[src/rtl/ep_dma_pkg.sv]
package ep_dma_pkg;

  typedef enum logic [1:0] {
    REG_STATUS  = 2'd0,
    REG_SET     = 2'd1,
    REG_CLR     = 2'd2,
    REG_SUMMARY = 2'd3
  } reg_sel_e;

  typedef struct packed {
    logic en;
    logic pend;
  } ep_state_t;

  // Next state of one endpoint: error first, then set, then clear, then release.
  function automatic ep_state_t ep_step(ep_state_t cur, logic set_r, logic clr_r,
                                        logic act, logic err);
    ep_state_t nx;
    nx = cur;
    if (err) begin
      nx = '0;
    end else if (set_r) begin
      nx.en   = 1'b1;
      nx.pend = 1'b0;
    end else if (clr_r) begin
      if (act && cur.en) nx.pend = 1'b1;
      else               nx      = '0;
    end else if (cur.pend && !act) begin
      nx = '0;
    end
    return nx;
  endfunction

endpackage

[src/rtl/ep_enable_cell.sv]
module ep_enable_cell
  import ep_dma_pkg::*;
(
  input  logic clk,
  input  logic rst_n,
  input  logic set_req,
  input  logic clr_req,
  input  logic xfer_act,
  input  logic xfer_err,
  output logic en,
  output logic pend
);

  ep_state_t st_q;
  ep_state_t st_d;

  assign st_d = ep_step(st_q, set_req, clr_req, xfer_act, xfer_err);

  always_ff @(posedge clk) begin
    if (!rst_n) st_q <= '0;
    else        st_q <= st_d;
  end

  assign en   = st_q.en;
  assign pend = st_q.pend;

  AST_SET_ENABLES: assert property (@(posedge clk) disable iff (!rst_n)
    (set_req && !xfer_err) |=> en);
  AST_IDLE_CLEAR: assert property (@(posedge clk) disable iff (!rst_n)
    (clr_req && !xfer_act && !xfer_err) |=> !en);
  AST_DEFER_HOLD: assert property (@(posedge clk) disable iff (!rst_n)
    (clr_req && xfer_act && en && !xfer_err) |=> en);
  AST_PEND_RELEASE: assert property (@(posedge clk) disable iff (!rst_n)
    (pend && !xfer_act && !set_req && !xfer_err) |=> !en);
  AST_ERR_CLEARS: assert property (@(posedge clk) disable iff (!rst_n)
    xfer_err |=> !en);

endmodule

[src/rtl/ep_enable_bank.sv]
module ep_enable_bank #(
  parameter int EP_W   = 32,
  parameter int LOCK_W = 2
) (
  input  logic            clk,
  input  logic            rst_n,
  input  logic [EP_W-1:0] set_vec,
  input  logic [EP_W-1:0] clr_vec,
  input  logic [EP_W-1:0] act_vec,
  input  logic [EP_W-1:0] err_vec,
  output logic [EP_W-1:0] en_vec
);

  logic [EP_W-1:0] pend_vec;
  logic            unused_lock_in;

  // Control endpoints take no part in DMA; their request bits are dropped here.
  assign unused_lock_in = ^{set_vec[LOCK_W-1:0], clr_vec[LOCK_W-1:0],
                            act_vec[LOCK_W-1:0], err_vec[LOCK_W-1:0],
                            pend_vec[LOCK_W-1:0]};

  for (genvar g = 0; g < EP_W; g++) begin : g_ep
    if (g < LOCK_W) begin : g_locked
      assign en_vec[g]   = 1'b0;
      assign pend_vec[g] = 1'b0;
    end else begin : g_live
      ep_enable_cell u_cell (
        .clk      (clk),
        .rst_n    (rst_n),
        .set_req  (set_vec[g]),
        .clr_req  (clr_vec[g]),
        .xfer_act (act_vec[g]),
        .xfer_err (err_vec[g]),
        .en       (en_vec[g]),
        .pend     (pend_vec[g])
      );
    end
  end

endmodule

[src/rtl/proceed_flag.sv]
module proceed_flag (
  input  logic clk,
  input  logic rst_n,
  input  logic set_pulse,
  input  logic clr_evt,
  output logic flag
);

  logic flag_q;

  always_ff @(posedge clk) begin
    if (!rst_n)         flag_q <= 1'b0;
    else if (clr_evt)   flag_q <= 1'b0;
    else if (set_pulse) flag_q <= 1'b1;
  end

  assign flag = flag_q;

  AST_PROCEED_DROP: assert property (@(posedge clk) disable iff (!rst_n)
    clr_evt |=> !flag);
  AST_PROCEED_RISE: assert property (@(posedge clk) disable iff (!rst_n)
    (set_pulse && !clr_evt) |=> flag);

endmodule

[src/rtl/int_summary.sv]
module int_summary #(
  parameter int SRC_N = 3,
  parameter int EP_W  = 32
) (
  input  logic [SRC_N*EP_W-1:0] src,
  output logic [SRC_N-1:0]      any
);

  for (genvar k = 0; k < SRC_N; k++) begin : g_src
    assign any[k] = |src[k*EP_W +: EP_W];
  end

endmodule

[src/rtl/ep_dma_enable_regs.sv]
module ep_dma_enable_regs
  import ep_dma_pkg::*;
#(
  parameter int EP_W   = 32,
  parameter int SRC_N  = 3,
  parameter int LOCK_W = 2
) (
  input  logic                  clk,
  input  logic                  rst_n,
  input  logic                  bus_wr,
  input  logic [1:0]            bus_addr,
  input  logic [EP_W-1:0]       bus_wdata,
  output logic [EP_W-1:0]       bus_rdata,
  input  logic [EP_W-1:0]       xfer_active,
  input  logic [EP_W-1:0]       xfer_error,
  input  logic                  proceed_set,
  input  logic [SRC_N*EP_W-1:0] int_src,
  output logic [EP_W-1:0]       dma_enable,
  output logic                  dma_proceed,
  output logic [SRC_N-1:0]      int_summary
);

  localparam int SUM_PAD = EP_W - SRC_N;

  // Named bus events
  logic            wr_set_evt;
  logic            wr_clr_evt;
  logic [EP_W-1:0] set_vec;
  logic [EP_W-1:0] clr_vec;

  assign wr_set_evt = bus_wr && (bus_addr == REG_SET);
  assign wr_clr_evt = bus_wr && (bus_addr == REG_CLR);
  assign set_vec    = wr_set_evt ? bus_wdata : '0;
  assign clr_vec    = wr_clr_evt ? bus_wdata : '0;

  ep_enable_bank #(.EP_W(EP_W), .LOCK_W(LOCK_W)) u_bank (
    .clk     (clk),
    .rst_n   (rst_n),
    .set_vec (set_vec),
    .clr_vec (clr_vec),
    .act_vec (xfer_active),
    .err_vec (xfer_error),
    .en_vec  (dma_enable)
  );

  proceed_flag u_proceed (
    .clk       (clk),
    .rst_n     (rst_n),
    .set_pulse (proceed_set),
    .clr_evt   (wr_clr_evt),
    .flag      (dma_proceed)
  );

  int_summary #(.SRC_N(SRC_N), .EP_W(EP_W)) u_summary (
    .src (int_src),
    .any (int_summary)
  );

  always_comb begin
    case (reg_sel_e'(bus_addr))
      REG_STATUS:  bus_rdata = dma_enable;
      REG_SUMMARY: bus_rdata = {{SUM_PAD{1'b0}}, int_summary};
      default:     bus_rdata = '0;
    endcase
  end

endmodule

[config.mk]
export PLATFORM = sky130hd
export DESIGN_NAME = ep_dma_enable_regs
export DESIGN_NICKNAME = d
export VERILOG_FILES = /design/src/rtl/ep_dma_pkg.sv /design/src/rtl/ep_enable_cell.sv /design/src/rtl/ep_enable_bank.sv /design/src/rtl/proceed_flag.sv /design/src/rtl/int_summary.sv /design/src/rtl/ep_dma_enable_regs.sv
export SDC_FILE = /design/constraint.sdc
export NUM_CORES = 1
export LEC_CHECK = 0
export BUFFER_PORTS_ARGS = -buffer_cell sky130_fd_sc_hd__buf_2
export CAP_MARGIN = 10
export CELL_PAD_IN_SITES_DETAIL_PLACEMENT = 1
export CELL_PAD_IN_SITES_GLOBAL_PLACEMENT = 2
export CORE_MARGIN = 1
export CORE_UTILIZATION = 21
export CTS_CLUSTER_DIAMETER = 60
export DETAILED_ROUTE_END_ITERATION = 8
export PLACE_DENSITY = 0.9
export RECOVER_POWER = 100
export SLEW_MARGIN = 20
export SYNTH_ARGS = -nofsm -noshare
export SYNTH_HDL_FRONTEND = slang
export SYNTH_HIERARCHICAL = 1
export SYNTH_SLANG_ARGS = --single-unit
export TNS_END_PERCENT = 5
[constraint.sdc]
create_clock -name clk -period 1.95 [get_ports clk]
set_input_delay 0.585 -clock clk [delete_from_list [all_inputs] [get_ports clk]]
set_output_delay 0.585 -clock clk [all_outputs]
set_load 0.01 [all_outputs]
* Word-level counts from Yosys, hierarchy flattened
Index checks and enable logic that the tools add are counted.
Widths: inputs -> output; s select.
** Storage, ports and cells
- Bits in writable memories :: 0
- Input port bits :: 198
- Latch bits :: 0
- Register bits after elaboration :: 61
- Memories :: 0
- ROM bits :: 0
** Operators by class
- Magnitude comparators :: 0
- Reduce and logical (&&, ||, !) cells :: 247
- Mux-type cells :: 153
- Div/mod/pow operators :: 0
- Eq/ne operators :: 33
- Shift operators :: 0
- $add $sub $neg :: 0
- $mul :: 0
- Bitwise gates (word level) :: 1
** Operators with widths (number)
- $mux 2 :: 90
- $reduce_or 32->1 :: 3
- $ne 3x3->1 const B :: 30
- $reduce_bool 3->1 :: 30
- $reduce_or 3->1 :: 30
- $mux 32 :: 2
- $pmux 32 s2 :: 1
- $logic_and 1x1->1 :: 62
- $reduce_or 2->1 :: 31
- $mux 1 :: 60
- $reduce_and 2->1 :: 30
- $reduce_bool 2->1 :: 30
- $logic_not 1->1 :: 30
- $eq 2x2->1 const B :: 2
- $eq 2x1->1 const B :: 1
- $logic_not 2->1 :: 1
- $not 1->1 :: 1

* Logic depth before layout (Yosys ltp)
Gate-level depths: netlist of run 1.
- Word-level depth :: 5
- Depth in mapped cells :: 6

* Hierarchy
The synthesis of run 1 kept the hierarchy.
** By module, submodules not included
- ep_enable_cell :: area each 97.6 sq um, sequential area each 40.0 sq um, cells an instance 9, instances 30
- ep_dma_enable_regs :: area each 820.8 sq um, sequential area each 0.0 sq um, cells an instance 122, instances 1
- int_summary :: area each 225.2 sq um, sequential area each 0.0 sq um, cells an instance 33, instances 1
- proceed_flag :: area each 36.3 sq um, sequential area each 20.0 sq um, cells an instance 3, instances 1
- ep_enable_bank :: area each 18.8 sq um, sequential area each 0.0 sq um, cells an instance 3, instances 1

* Worst setup path before layout of run 1
Ideal clock, no wire load.
- Kind :: input to output
- Start :: input port int_src[26]
- End :: output port bus_rdata[0]
- Path buffers :: 0
- Setup slack :: -0.119 ns
- Cell stages on the path :: 5
- Data arrival time :: 1.484 ns
- Required time :: 1.365 ns
- Cells stage by stage :: nor4_1 -> nand4_1 -> or2_1 -> a22oi_1 -> nor2_1
** On the way
- Cells in the longest elaborated chain, start to end :: 2
** Ends and longest elaborated chain
- start, declared :: RTL line ep_dma_enable_regs.sv:17 : input logic [SRC_N*EP_W-1:0] int_src,
- $reduce_or 32->1 :: RTL line int_summary.sv:10 : assign any[k] = |src[k*EP_W +: EP_W];
- named net int_summary[0] :: RTL line ep_dma_enable_regs.sv:20 : output logic [SRC_N-1:0] int_summary
- $pmux 32 s2 :: RTL line ep_dma_enable_regs.sv:60 : case (reg_sel_e'(bus_addr))
- end, declared :: RTL line ep_dma_enable_regs.sv:13 : output logic [EP_W-1:0] bus_rdata,
The timed path passes the listed nets, and every way through them passes these cells.

* Final worst setup path of run 1
- Start :: input port int_src[83]
- End :: output port bus_rdata[2]
** On the way
- Cells in the longest elaborated chain, start to end :: 2
** Ends and longest elaborated chain (RTL line)
- $reduce_or 32->1 :: int_summary.sv:10
- $pmux 32 s2 :: ep_dma_enable_regs.sv:60
Every way passes these cells.

==> results of run 1 <==
[layout make-up]
type                            count  area, µm²
Tap cell                          234      292.8
Antenna cell                        1      2.502
Multi-Input combinational cell    347       2895
Clock inverter                      3      43.79
Inverter                            2      11.26
Timing Repair Buffer              271       1478
Clock buffer                       13      260.3
Sequential cell                    61       1221
Fill cell                        2244      12500
[metal layers]
| metal | wire length (µm) | GRT usage | part of all wire | vias to the layer above |
|---|---|---|---|---|
| li1 | - | - | - | 2077 |
| met1 | 5933 | 0.1706 | 0.40 | 1998 |
| met2 | 7738 | 0.2824 | 0.53 | 157 |
| met3 | 864 | 0.03692 | 0.059 | 10 |
| met4 | 164 | 0.04106 | 0.011 | 0 |
| met5 | 0 | 0 | 0 | - |
[worst max-delay path by stage]
stage,endpoint,cells past startpoint,start
floorplan,bus_rdata[0],5,int_src[7]
global placement,bus_rdata[0],7,int_src[18]
detailed placement,bus_rdata[0],7,int_src[18]
CTS,bus_rdata[0],7,int_src[23]
global route,bus_rdata[2],7,int_src[94]
finish,bus_rdata[2],7,int_src[83]
[power by group through the flow]
stage	Clock, mW	Sequential, mW	Combinational (mW)
detailed placement	0	1.29	0.548
finish	1.66	1.27	0.601
CTS	1.73	1.27	0.590
floorplan	0	1.30	0.237
global placement	0	1.29	0.535
global route	1.80	1.27	0.655
[sequential cells by signal (all words and copies together), names as in the netlist]
name,flops
u_bank/g_ep.g_live.u_cell/en,30
u_bank/g_ep.g_live.u_cell/pend,30
u_proceed/flag,1
[through the flow]
stage | util | worst slack, ns | power, mW
global placement | 0.3025 | -0.5965 | 1.829
global route | 0.3316 | -0.5273 | 3.722
detailed placement | 0.3025 | -0.6614 | 1.842
floorplan | - | -0.09974 | 1.534
finish | 0.3317 | -0.4340 | 3.524
CTS | 0.3285 | -0.4792 | 3.591
[worst max-delay path: stages]
cell,delay [ns]
buf_2,0.11
nor4_4,0.24
nand4_1,0.17
or2_1,0.27
a22oi_1,0.19
nor2_1,0.08
buf_2,0.15
[what timing repair did]
item                                    in CTS  in global routing
gates cloned                                 0                  0
pin swaps                                   11                 12
gates resized for setup                     31                 24
buffers inserted                             0                  1
endpoints found under the setup margin      35                 35
==> flow_summary.json, run 1 <==
{
  "core-area_um2": 18710,
  "setup_ws_ns": -0.4340,
  "htreeDepth": 3,
  "p_comb_frac": 0.170,
  "cp_max_fo": 2,
  "hpwlAfterDp_um": 11700,
  "cts_sinks": 61,
  "initial_core_util": 0.2139,
  "yosysWarnings": 6,
  "rr_worst_depth": 2,
  "wl_per_cell_um": 15.77,
  "dpl_cell_area_um2": 5659,
  "violations": "setup timing",
  "design_area_um2": 6205,
  "io_buffers": 257,
  "io_pins": 266,
  "endpoint_kind": "output port",
  "swShare": 0.2584,
  "drive_gt1_frac": 0.4964,
  "r2r_slack_ns": 1.08,
  "rr_endpoint": "u_bank/g_ep[11].g_live.u_cell/pend$_SDFFE_PP0P_",
  "clock_path_buffers": 2,
  "drt_wl_total_um": 14700,
  "drtIter0Drc": 72,
  "area_growth_pct": 55.07,
  "period_needed_ns": 2.384,
  "syn_inst": 427,
  "row_count": 50,
  "synthesis.area_um2": 4001,
  "skew_ns": 0.005057,
  "r2r_start": "u_bank/g_ep[11].g_live.u_cell/en$_SDFFE_PP0P_",
  "die_area_um2": 19610,
  "path_class": "in -> out",
  "finalHoldWorstSlack_ns": 0.5252,
  "relSlewSlack": 0.5147,
  "worstPathRequired_ns": 1.36,
  "hp-start": "u_bank/g_ep[25].g_live.u_cell/pend$_SDFFE_PP0P_",
  "avgSynthCellArea_um2": 9.371,
  "cts_tree": "yes",
  "cp-start-kind": "primary input",
  "layoutNonFillerInstCount": 932,
  "root_buffer": "clkbuf_16",
  "antenna_found_initial": 1,
  "hold_path_end": "u_bank/g_ep[25].g_live.u_cell/en$_SDFFE_PP0P_",
  "status": "finished with violations",
  "tightest_slew_ns": 0.7279,
  "drv_slew": 0,
  "min_path_type": "reg -> reg",
  "dieWidth_um": 140.0,
  "clk_pin_slew_ns": 0.06,
  "p_seq_frac": 0.360,
  "worstSkewPairLatency_ns": 0.33,
  "cts_hold_buf": 0,
  "drc": 0,
  "numCtsBuffers": 9,
  "power_leakage_nw": 2.681,
  "p_switching_mw": 0.9105,
  "vdd_drop_max_mv": 0.3399,
  "gp_congestion": 0.7764,
  "grt_pass1_vias": 4518,
  "power.density_nw_per_um2": 568.0,
  "drtAntennaViolNets": 0,
  "setup_violations": 65,
  "grtUsageTotal": 0.1516,
  "first_pass_iters": 4,
  "grt-ovfl-total": 0,
  "via_per_inst": 4.552,
  "crit_arrival_ns": 1.80,
  "most-common-layout-cells": "211 x buf_2, 63 x nor2_1, 61 x dfxtp_1",
  "clkPwrFrac": 0.470,
  "layout_commonest_cell": "buf_2",
  "rsz0062_at_grt": "true",
  "power.internal_mw": 2.614,
  "grt_first_pass_wirelength_um": 23040,
  "fin_nets": 894,
  "tns_ns": -8.137,
  "worstHoldPathCells": 2,
  "vias": 4242,
  "max_freq_mhz": 419.5,
  "grt_max_degree": 62,
  "numPlacedInstances": 914,
  "die_h_um": 140.0,
  "finalHoldViolCount": 0,
  "final.period_utilization": 1.223,
  "max_cap_violations": 0
}
(Power assumes the default switching activity.)
==> run 2, diff against run 1 <==
CORE_UTILIZATION = 25   (was 21)
PLACE_DENSITY = 0.95   (was 0.9)
clock period = 2.9 ns   (was 1.95 ns; I/O delays follow)
==> run 2 against run 1 <==
Critical path depth unchanged. Final cell count fell by 2.9%. Cell area fell by 6.9%. Largest power group unchanged. Sequential power down 33%. The flow still finishes with violations (setup timing). Routed wire length shrank 3.7%. Flip-flop and latch count did not move. Total power down 32%.
==> flow_summary.json, run 2 (synthesis gave the netlist of run 1 again) <==
{
  "status": "finished with violations",
  "violations": "setup timing",
  "crit_family": "simple AND/OR/NAND/NOR gates",
  "finalPower_mw": 2.387,
  "r2r_start": "u_bank/g_ep[10].g_live.u_cell/en$_SDFFE_PP0P_",
  "max_freq_mhz": 336.3,
  "worstSkewPairLatency_ns": 0.33,
  "critPathMaxStageDelay_ns": 0.30,
  "p_seq_frac": 0.357,
  "gp_congestion": 0.7945,
  "drive_gt1_frac": 0.3945,
  "clkPwrFrac": 0.492,
  "slowest_stage": "nor4_4",
  "endpoint_kind": "output port",
  "drv_slew": 0,
  "timing.critical_path.mode_cell": "buf_2",
  "antenna_found_initial": 2,
  "power.density_nw_per_um2": 413.0,
  "grt-ovfl-total": 0,
  "seqCellArea_um2": 1221,
  "clock_path_buffers": 2,
  "drtAntennaViolNets": 0,
  "p_switching_mw": 0.6099,
  "most-common-layout-cells": "194 x buf_2, 63 x nor2_1, 61 x dfxtp_1",
  "startpoint": "int_src[15]",
  "drtIter0Drc": 102,
  "cts_hold_buf": 0,
  "path_buf_inv": 2,
  "first_pass_iters": 4,
  "drt_wl_total_um": 14160,
  "power.internal_mw": 1.777,
  "path_class": "in -> out",
  "setup_violations": 2,
  "die_h_um": 128.5,
  "row_count": 45,
  "cts_sinks": 61,
  "grt_max_degree": 36,
  "crit_arrival_ns": 2.10,
  "wl_per_cell_um": 15.65,
  "rsz0062_at_grt": "true",
  "multi_input_area_um2": 2620,
  "power_leakage_nw": 2.477,
  "via_per_inst": 4.675,
  "final.period_utilization": 1.025,
  "grt_pass1_vias": 4379,
  "min_path_type": "reg -> reg",
  "core-area_um2": 15430,
  "vdd_drop_max_mv": 0.2573,
  "finalHoldViolCount": 0,
  "relSlewSlack": 0.5483,
  "vias": 4231,
  "dieWidth_um": 128.5,
  "clk_pin_slew_ns": 0.06,
  "initial_core_util": 0.2594,
  "grtUsageTotal": 0.1683,
  "hp-start": "u_bank/g_ep[15].g_live.u_cell/pend$_SDFFE_PP0P_",
  "grt_first_pass_wirelength_um": 21560,
  "cp-start-kind": "primary input",
  "swShare": 0.2555,
  "dpl_worst_slack_ns": -0.05830,
  "htreeDepth": 3,
  "p_comb_frac": 0.151,
  "max_cap_violations": 0,
  "layout_commonest_cell": "buf_2",
  "period_needed_ns": 2.973,
  "worstPathRequired_ns": 2.03,
  "area_growth_pct": 44.40,
  "io_pins": 266,
  "die_area_um2": 16510,
  "design_area_um2": 5778,
  "root_buffer": "clkbuf_16",
  "drc": 0,
  "tightest_slew_ns": 0.6776,
  "cp_max_fo": 2,
  "setup_ws_ns": -0.07321,
  "cts_tree": "yes",
  "fillers": 1942,
  "io_buffers": 257,
  "utilization": 0.3745,
  "tns_ns": -0.07509,
  "fin_nets": 889,
  "dpl_cell_area_um2": 5492,
  "hpwlAfterDp_um": 10860,
  "numCtsBuffers": 9,
  "skew_ns": 0.004482,
  "path_cells": "buf_2 > nor4_4 > nand4_1 > or2_1 > a22oi_2 > nor2_2 > buf_2"
}
-- run 2: cell count changes in the layout (fill, tap and decap cells not counted), sizes merged --
cell and change:
buf -30, diode +1, clkinvlp +1, clkbuf +21, bufinv +1, inv +2
-- run 2: final timing paths --
| check | endpoint | slack (ns) | cells past startpoint |
|---|---|---|---|
| max | bus_rdata[0] | -0.07 | 7 |
| max reg2reg | u_bank/g_ep[10].g_live.u_cell/pend$_SDFFE_PP0P_ | 1.99 | 2 |
| min | u_bank/g_ep[15].g_live.u_cell/en$_SDFFE_PP0P_ | 0.52 | 2 |
| min reg2reg | u_bank/g_ep[15].g_live.u_cell/en$_SDFFE_PP0P_ | 0.52 | 2 |
-- run 2: routing by layer --
layer  GRT usage  share of wire  vias up
li1            -              -     2072
met1      0.1881           0.42     2002
met2      0.3049           0.50      143
met3     0.05031          0.064       14
met4     0.05260          0.011        0
met5           0              0        -
-- run 2: power by group through the flow --
stage | Clock (mW) | Combinational [mW] | Sequential (mW)
2_1_floorplan | 0 | 0.156 | 0.872
3_3_place_gp | 0 | 0.336 | 0.870
3_5_place_dp | 0 | 0.344 | 0.870
4_1_cts | 1.22 | 0.351 | 0.852
5_1_grt | 1.25 | 0.395 | 0.853
6_report | 1.17 | 0.360 | 0.852
-- run 2: timing repair --
action / 4_1_cts / 5_1_grt
setup buffers: 1 / 0
gates cloned: 0 / 0
gates resized for setup: 8 / 35
pin swaps: 5 / 15
endpoints found under the setup margin: 3 / 4
-- run 2: cell type report --
type / instances / area share
flip-flops and latches: 61 / 0.2113
inverters: 2 / 0.001299
clock buffers: 9 / 0.03898
clock inverters: 7 / 0.01689
multi-input cells: 347 / 0.4534
diodes: 2 / 0.0008662
repair buffers: 266 / 0.2315
well taps: 211 / 0.04569
-- run 2: worst min-delay path, stage by stage (launching register included) --
cell and delay [ns]:
dfxtp_1 0.32, or2_1 0.10, a211oi_1 0.06
-- run 2: stage by stage --
stage	hold slack, ns	cells
CTS	0.5282	903
global placement	0.5193	886
floorplan	0.5045	428
global route	0.5420	904
finish	0.5156	905
detailed placement	0.5195	886
